$ cat config.mk
export PLATFORM = sky130hd
export DESIGN_NAME = windowed_watchdog
export DESIGN_NICKNAME = d
export VERILOG_FILES = /design/src/rtl/wwdt_pkg.sv /design/src/rtl/wwdt_window.sv /design/src/rtl/wwdt_counter.sv /design/src/rtl/wwdt_refresh.sv /design/src/rtl/windowed_watchdog.sv
export SDC_FILE = /design/constraint.sdc
export NUM_CORES = 1
export LEC_CHECK = 0
export BUFFER_PORTS_ARGS = -buffer_cell sky130_fd_sc_hd__clkbuf_2
export CAP_MARGIN = 20
export CORE_AREA = 2 2 39 41
export CTS_BUF_LIST = sky130_fd_sc_hd__clkbuf_2 sky130_fd_sc_hd__clkbuf_4 sky130_fd_sc_hd__clkbuf_8
export CTS_CLUSTER_SIZE = 10
export DETAILED_ROUTE_END_ITERATION = 7
export DIE_AREA = 0 0 41 43
export PLACE_DENSITY_LB_ADDON = 0.08
export SLEW_MARGIN = 10
export SYNTH_ARGS = -nofsm -noshare
export SYNTH_HDL_FRONTEND = slang
export SYNTH_HIERARCHICAL = 1
export SYNTH_SLANG_ARGS = --single-unit
$ cat constraint.sdc
create_clock -name clk -period 1.98 [get_ports clk]
set_input_delay 0.099 -clock clk [delete_from_list [all_inputs] [get_ports clk]]
set_output_delay 0.099 -clock clk [all_outputs]
set_load 0.02 [all_outputs]
$ cat src/rtl/wwdt_pkg.sv
package wwdt_pkg;

   localparam logic [7:0] REFRESH_KEY = 8'hAC;
   localparam int         NUM_WIN     = 4;

   typedef enum logic [1:0] {
      WIN_LAST_QUARTER = 2'b00,
      WIN_LAST_HALF    = 2'b01,
      WIN_LAST_3Q      = 2'b10,
      WIN_WHOLE        = 2'b11
   } win_sel_e;

   // first count of the open window, for a given period and size code
   function automatic int win_start(input int ovf, input int code);
      return (ovf * (3 - code)) / 4;
   endfunction

endpackage

$ cat src/rtl/wwdt_window.sv
module wwdt_window
   import wwdt_pkg::*;
#(
   parameter int OVF_COUNT = 64,
   parameter int CW        = $clog2(OVF_COUNT)
) (
   input  logic [CW-1:0] cnt_i,
   input  logic [1:0]    win_sel_i,
   input  logic          stby_en_i,
   output logic          open_o
);

   logic [CW-1:0] start_tbl [NUM_WIN];
   logic [NUM_WIN-1:0] past_start;

   generate
      for (genvar g = 0; g < NUM_WIN; g++) begin : g_bound
         localparam int START = win_start(OVF_COUNT, g);
         if (START == 0) begin : g_always
            assign start_tbl[g]  = '0;
            assign past_start[g] = 1'b1;
         end else begin : g_cmp
            assign start_tbl[g]  = CW'(START);
            assign past_start[g] = (cnt_i >= start_tbl[g]);
         end
      end
   endgenerate

   win_sel_e sel;
   assign sel = win_sel_e'(win_sel_i);

   always_comb begin
      if (!stby_en_i) open_o = 1'b1;
      else            open_o = past_start[sel];
   end

endmodule

$ cat src/rtl/wwdt_counter.sv
module wwdt_counter #(
   parameter int OVF_COUNT = 64,
   parameter int CW        = $clog2(OVF_COUNT)
) (
   input  logic          clk,
   input  logic          rst_n,
   input  logic          clr_i,
   output logic [CW-1:0] cnt_o,
   output logic          at_end_o
);

   localparam logic [CW-1:0] LAST = CW'(OVF_COUNT - 1);

   logic [CW-1:0] cnt_q;

   always_ff @(posedge clk or negedge rst_n) begin
      if (!rst_n)     cnt_q <= '0;
      else if (clr_i) cnt_q <= '0;
      else if (cnt_q != LAST) cnt_q <= cnt_q + 1'b1;
   end

   assign cnt_o    = cnt_q;
   assign at_end_o = (cnt_q == LAST);

endmodule

$ cat src/rtl/wwdt_refresh.sv
module wwdt_refresh
   import wwdt_pkg::*;
#(
   parameter logic [7:0] KEY = REFRESH_KEY
) (
   input  logic       clk,
   input  logic       rst_n,
   input  logic       wr_en_i,
   input  logic [7:0] wr_data_i,
   input  logic       win_open_i,
   input  logic       trip_i,
   output logic       refresh_ok_o,
   output logic       fault_o,
   output logic       first_o
);

   logic first_q;
   logic key_hit;

   assign key_hit      = wr_en_i && (wr_data_i == KEY);
   assign refresh_ok_o = key_hit && (first_q || win_open_i);
   assign fault_o      = wr_en_i && !refresh_ok_o;
   assign first_o      = first_q;

   always_ff @(posedge clk or negedge rst_n) begin
      if (!rst_n)            first_q <= 1'b1;
      else if (trip_i)       first_q <= 1'b1;
      else if (refresh_ok_o) first_q <= 1'b0;
   end

endmodule

$ cat src/rtl/windowed_watchdog.sv
module windowed_watchdog
   import wwdt_pkg::*;
#(
   parameter int         OVF_COUNT = 64,
   parameter logic [7:0] KEY       = REFRESH_KEY
) (
   input  logic       clk,
   input  logic       rst_n,
   input  logic [1:0] win_sel_i,
   input  logic       stby_en_i,
   input  logic       wr_en_i,
   input  logic [7:0] wr_data_i,
   output logic       rst_req_o
);

   localparam int CW = $clog2(OVF_COUNT);

   generate
      if (OVF_COUNT < 4) begin : g_bad_ovf
         $error("OVF_COUNT must be at least 4");
      end
      if (KEY == 8'h00) begin : g_bad_key
         $error("KEY must be non-zero");
      end
   endgenerate

   logic [CW-1:0] cnt_q;
   logic          at_end;
   logic          win_open;
   logic          refresh_ok;
   logic          fault;
   logic          first_q;
   logic          trip;
   logic          req_q;

   assign trip = fault || (at_end && !refresh_ok);

   wwdt_counter #(.OVF_COUNT(OVF_COUNT), .CW(CW)) u_cnt (
      .clk      (clk),
      .rst_n    (rst_n),
      .clr_i    (trip || refresh_ok),
      .cnt_o    (cnt_q),
      .at_end_o (at_end)
   );

   wwdt_window #(.OVF_COUNT(OVF_COUNT), .CW(CW)) u_win (
      .cnt_i     (cnt_q),
      .win_sel_i (win_sel_i),
      .stby_en_i (stby_en_i),
      .open_o    (win_open)
   );

   wwdt_refresh #(.KEY(KEY)) u_ref (
      .clk          (clk),
      .rst_n        (rst_n),
      .wr_en_i      (wr_en_i),
      .wr_data_i    (wr_data_i),
      .win_open_i   (win_open),
      .trip_i       (trip),
      .refresh_ok_o (refresh_ok),
      .fault_o      (fault),
      .first_o      (first_q)
   );

   always_ff @(posedge clk or negedge rst_n) begin
      if (!rst_n) req_q <= 1'b0;
      else        req_q <= trip;
   end

   assign rst_req_o = req_q;

endmodule

## Word level (Yosys, flattened, before mapping)

Index checks and enable logic that the tools add are counted.

- Add/sub/neg operators: 1
- Magnitude comparators: 4
- Equality and inequality tests: 3
- Multiplexer cells: 7
- Reduce and logical (&&, ||, !) cells: 10

Operators with widths:

| kind | number |
|---|---|
| >= comparator 6 bit (second input constant) | 2 |
| 2-to-1 mux 6 bit | 2 |
| equality test 8 bit (second input constant) | 1 |
| adder 6 x 1 -> 6 bit (second input constant) | 1 |
| equality test 6 bit (second input constant) | 1 |
| >= comparator 6 x 5 -> 1 bit (second input constant) | 1 |
| inequality test 6 bit (second input constant) | 1 |
| logical AND 1 bit | 4 |
| 2-to-1 mux 1 bit | 4 |
| nonzero test 2 bit | 2 |
| logical OR 1 bit | 3 |
| < comparator 2 x 3 -> 1 bit (second input constant) | 1 |
| binary-select mux 1 bit (select 2 bit) | 1 |
| logical NOT 1 bit | 1 |

- Register bits: 8
- Word-level logic and storage cells: 28

## Depth between registers and ports, before layout

- Word-level depth: 11
- Mapped depth: 8

## Modules after synthesis

The synthesis kept the hierarchy.

By module, submodules not included:

| module | instances | cells an instance | area an instance (µm²) | sequential area each (µm²) |
|---|---|---|---|---|
| wwdt_counter | 1 | 29 | 320.3 | 150.1 |
| wwdt_refresh | 1 | 9 | 112.6 | 26.3 |
| windowed_watchdog | 1 | 4 | 42.5 | 25.0 |
| wwdt_window | 1 | 3 | 21.3 | 0.0 |

## Worst setup path before layout

OpenSTA, ideal clock, no wires.

- Path type: reg-to-reg
- Start point: register u_cnt.cnt_q[5] (netlist: u_cnt/cnt_o[5])
- End point: register u_cnt.cnt_q[3] (netlist: u_cnt/cnt_o[3])
- Setup time: 0.082 ns
- Arrival time: 1.666 ns
- Path slack: 0.232 ns
- Stages on the path, launching flop included: 8
- Buffers on the path: 0
- Period minus slack after synthesis: 1.748 ns
- Path through: dfrtp_1 -> a211oi_2 -> o21ai_1 -> nor2_1 -> nor4_4 -> or3_1 -> o21bai_1 -> a31oi_1

- Cells in the longest elaborated chain, start to end: 11
- Elaborated cells between the ends (all ways): 17

Ends and longest elaborated chain:

| what | line | text |
|---|---|---|
| start: declaration | wwdt_counter.sv:14 | `logic [CW-1:0] cnt_q;` |
| start signal: assignment | wwdt_counter.sv:19 | `else if (cnt_q != LAST) cnt_q <= cnt_q + 1'b1;` |
| >= comparator 6 bit / >= comparator 6 x 5 -> 1 bit (equally long branches) | wwdt_window.sv:24 | `assign past_start[g] = (cnt_i >= start_tbl[g]);` |
| binary-select mux 1 bit (select 2 bit) * | wwdt_window.sv:34 | `else open_o = past_start[sel];` |
| 2-to-1 mux 1 bit (implied by the code) * | wwdt_window.sv:34 |  |
| 2-to-1 mux 1 bit * | wwdt_window.sv:33 | `if (!stby_en_i) open_o = 1'b1;` |
| via win_open | windowed_watchdog.sv:29 | `logic win_open;` |
| logical OR 1 bit * | wwdt_refresh.sv:21 | `assign refresh_ok_o = key_hit && (first_q \|\| win_open_i);` |
| logical AND 1 bit * | wwdt_refresh.sv:21 |  |
| via refresh_ok | windowed_watchdog.sv:30 | `logic refresh_ok;` |
| logical NOT 1 bit | wwdt_refresh.sv:22, windowed_watchdog.sv:36 |  |
| logical AND 1 bit (on tied branches) | wwdt_refresh.sv:22, windowed_watchdog.sv:36 |  |
| logical OR 1 bit | windowed_watchdog.sv:36 | `assign trip = fault \|\| (at_end && !refresh_ok);` |
| logical OR 1 bit * | windowed_watchdog.sv:41 | `.clr_i (trip \|\| refresh_ok),` |
| 2-to-1 mux 6 bit / nonzero test 2 bit (equally long branches) | - |  |

The timed path passes the listed nets; every way through them passes the cells marked *. The select of a mux whose other input is x is not followed.
A chain may end at the register's enable or synchronous reset.

## Worst setup path in the final report

Same ends and word-level chain as after synthesis.

==> metrics <==
Core Box Area=approximately 0.0014 sq mm; first-pass detailed-route iteration total=4; start point of the critical path=u_cnt/cnt_o[5]$_DFFE_PN0P_; clock latency reported for the late side of the worst-skew pair=about 0.26 ns; average wire per cell in the routed design=between 10 and 15 um; number of ports placed on the die boundary=15; startpoint of the worst register-to-register path=u_cnt/cnt_o[5]$_DFFE_PN0P_; DRC violation count after routing=0; CTS buffer count=3; placement row count=14; fraction of registers with async set or reset after synthesis=1.000; maximum vdd drop=240.2 uV; wire length of the first global-routing pass=~1600 um; Final min period=between 1.5 and 2 ns; CTS clk-pin slew, worst paths=about 0.060 ns; Tot GR Track Use=0.1346; yosys warns=6; count of inserted antenna diode cells=0; count of buffers from port buffering=14; type of the worst setup path=reg -> reg; number of non-filler instances in the completed layout=between 80 and 90; synthesized area per cell=approximately 11 sq um; Final Setup Violations=0; final design instance area without fill=around 650 sq um; net count after synthesis=60; number of enable flip-flop cells after synthesis=0; power after layout=~380 uW; result of the run=completed; number of nets in the layout=around 80; clock root buffer=sky130_fd_sc_hd__clkbuf_4; crit share post-route=0.8754; Vias/cell=around 5.2; path type of the worst min-delay path=in -> async; total count of hold-check failures in the final report=0; required time at the worst-slack endpoint=approximately 2.2 ns; CTS tree=yes; family of cells with the greatest summed delay on the critical path=simple AND/OR/NAND/NOR gates; Slew Limit Fails=0; Routability Congestion=~0.67; most instantiated flip-flop cell in the synthesis netlist=sky130_fd_sc_hd__dfrtp_1; largest net degree at the start of global routing=9; Cells after Synth=45; flip-flop and latch count after synthesis=8; initial antenna violation count=0; Sum Neg Setup Slack=0 ns; CP startpoint kind=register; CTS sink count=8; vias in the first global route=roughly 410; Yosys top cell by area=sky130_fd_sc_hd__dfrtp_1; worst slew margin relative to its limit=0.8290; cell leakage power=between 0.2 and 0.3 nW; worst stage delay on the critical path=0.43 ns; number of instances in the placed design=77; post-synthesis sequential area ratio=0.4055; most used standard cells in the synthesized netlist=7 x sky130_fd_sc_hd__dfrtp_1, 4 x sky130_fd_sc_hd__a31oi_1, 3 x sky130_fd_sc_hd__nand2b_1, 3 x sky130_fd_sc_hd__nor3_1; largest fanout on the critical path=7; cell types with the largest area share after synthesis=sky130_fd_sc_hd__dfrtp_1 35%, sky130_fd_sc_hd__dfstp_2 5.3%, sky130_fd_sc_hd__a31oi_1 5.0%; Power Density=around 600 mW/mm^2; via count=425; number of library cell types mapped by synthesis=28; total congestion overflow after global routing=0; slowest stage cell on the critical path=sky130_fd_sc_hd__or3_4; slew at the pin closest to its max-slew limit=between 0.2 and 0.3 ns; die area=approximately 0.0018 sq mm; worst setup skew after layout=0.006873 ns; category of the worst setup path capture point=register; Routed Wire Length=about 930 um; Final HPWL DP=~750 um; H-Tree Depth=1; most instantiated library cell after synthesis=sky130_fd_sc_hd__dfrtp_1; antenna-violating nets left=0; growth of design area from synthesis to finish=30.23%; overall die width=41 um; share of the synthesized area in the top cell type=0.3526; Max clock buf depth=2; initial drt markers=1; fraction of layout instances using a drive strength above 1=0.4848; critical path, cell by cell=a211oi_2 > o21ai_1 > nor2_1 > nor4_4 > or3_4 > o21bai_1 > a31oi_1; Bufs and invs on worst path=0; RSZ-0062 raised after global routing=no; Vert. Die Dim=43 um; total of max-cap violations=0; starting density of the core=0.3590; cell area after technology mapping=496.7 sq um; area post-placement=around 600 sq um; highest achievable clock rate=577.0 MHz; WP data arrival=roughly 1.9 ns; Worst Setup Slack post-DPL=around 0.15 ns; final setup margin=around 0.25 ns
[cells in the final DEF (no fill, tap or decap), types with 2 or more instances in the layout]
master                     Yosys  final
sky130_fd_sc_hd__a31oi_1       4      4
sky130_fd_sc_hd__buf_4         0      2
sky130_fd_sc_hd__clkbuf_2      0     14
sky130_fd_sc_hd__clkbuf_4      0      4
sky130_fd_sc_hd__dfrtp_1       7      7
sky130_fd_sc_hd__nand2_1       2      2
sky130_fd_sc_hd__nand2b_1      3      3
sky130_fd_sc_hd__nor2_1        2      2
sky130_fd_sc_hd__nor3_1        3      3
sky130_fd_sc_hd__o21ai_1       2      2
sky130_fd_sc_hd__o21bai_1      2      2
sky130_fd_sc_hd__or3_4         1      2
[final cells by class]
class	instances	area, sq um
clock buffer	4	30.03
fill	140	737.0
inverter	1	3.754
timing repair buffer	17	95.09
multi-input combinational	36	296.5
tap	16	20.02
sequential	8	201.4
[through the flow]
step / hold WS, ns / utilization
detailed placement: -0.03938 / 0.4349
global placement: -0.03801 / 0.4349
global route: 0.2279 / 0.4675
finish: 0.2055 / 0.4675
CTS: 0.1991 / 0.4638
floorplan: -0.1966 / -
[cells by family (layout without fill, tap and decap cells)]
logic type	Yosys count	in the layout	share of synthesized area
multiplexers	1	1	0.02015
AND/OR/NAND/NOR	23	23	0.3854
flip-flops	8	8	0.4056
adder cells (fa/ha/maj)	1	1	0.02518
buffers and inverters	1	22	0.007549
AO/OA/AOI/OAI	11	11	0.1562
[what timing repair did]
item,4_1_cts,5_1_grt
gates resized for setup,0,1
setup buffers,0,0
setup endpoints to repair,0,1
hold buffers,1,0
endpoints found under the hold margin,8,0
[routing by layer]
metal  global-route usage  share of wire  vias to the layer above
met5                    0              0                        -
met4               0.1000          0.015                        0
met3              0.03141          0.059                        2
met2               0.2125           0.49                       14
met1               0.1452           0.43                      195
li1                     -              -                      214
[worst paths after layout]
check                                              to  slack (ns)  cells after the start
min in group clk            u_ref/first_o$_DFFE_PN1P_        0.21                      4
max reg2reg                u_cnt/cnt_o[3]$_DFFE_PN0P_        0.25                      7
min                        u_cnt/cnt_o[1]$_DFFE_PN0P_        0.21                      2
max in group asynchronous   u_ref/first_o$_DFFE_PN1P_        1.52                      2
max                        u_cnt/cnt_o[3]$_DFFE_PN0P_        0.25                      7
min reg2reg                 u_ref/first_o$_DFFE_PN1P_        0.51                      2
[registers in the layout, summed over array words and instances (netlist names)]
name and flops:
rst_req_o 1, u_ref/first_o 1, u_cnt/cnt_o 6
[power by group]
part	switching, mW	total (mW)	internal [mW]	leakage, nW
sequential	0.00539	0.175	0.170	0.103
clock	0.0657	0.157	0.0914	0.0184
combinational	0.0222	0.0478	0.0256	0.157
(Power assumes the default switching activity.)
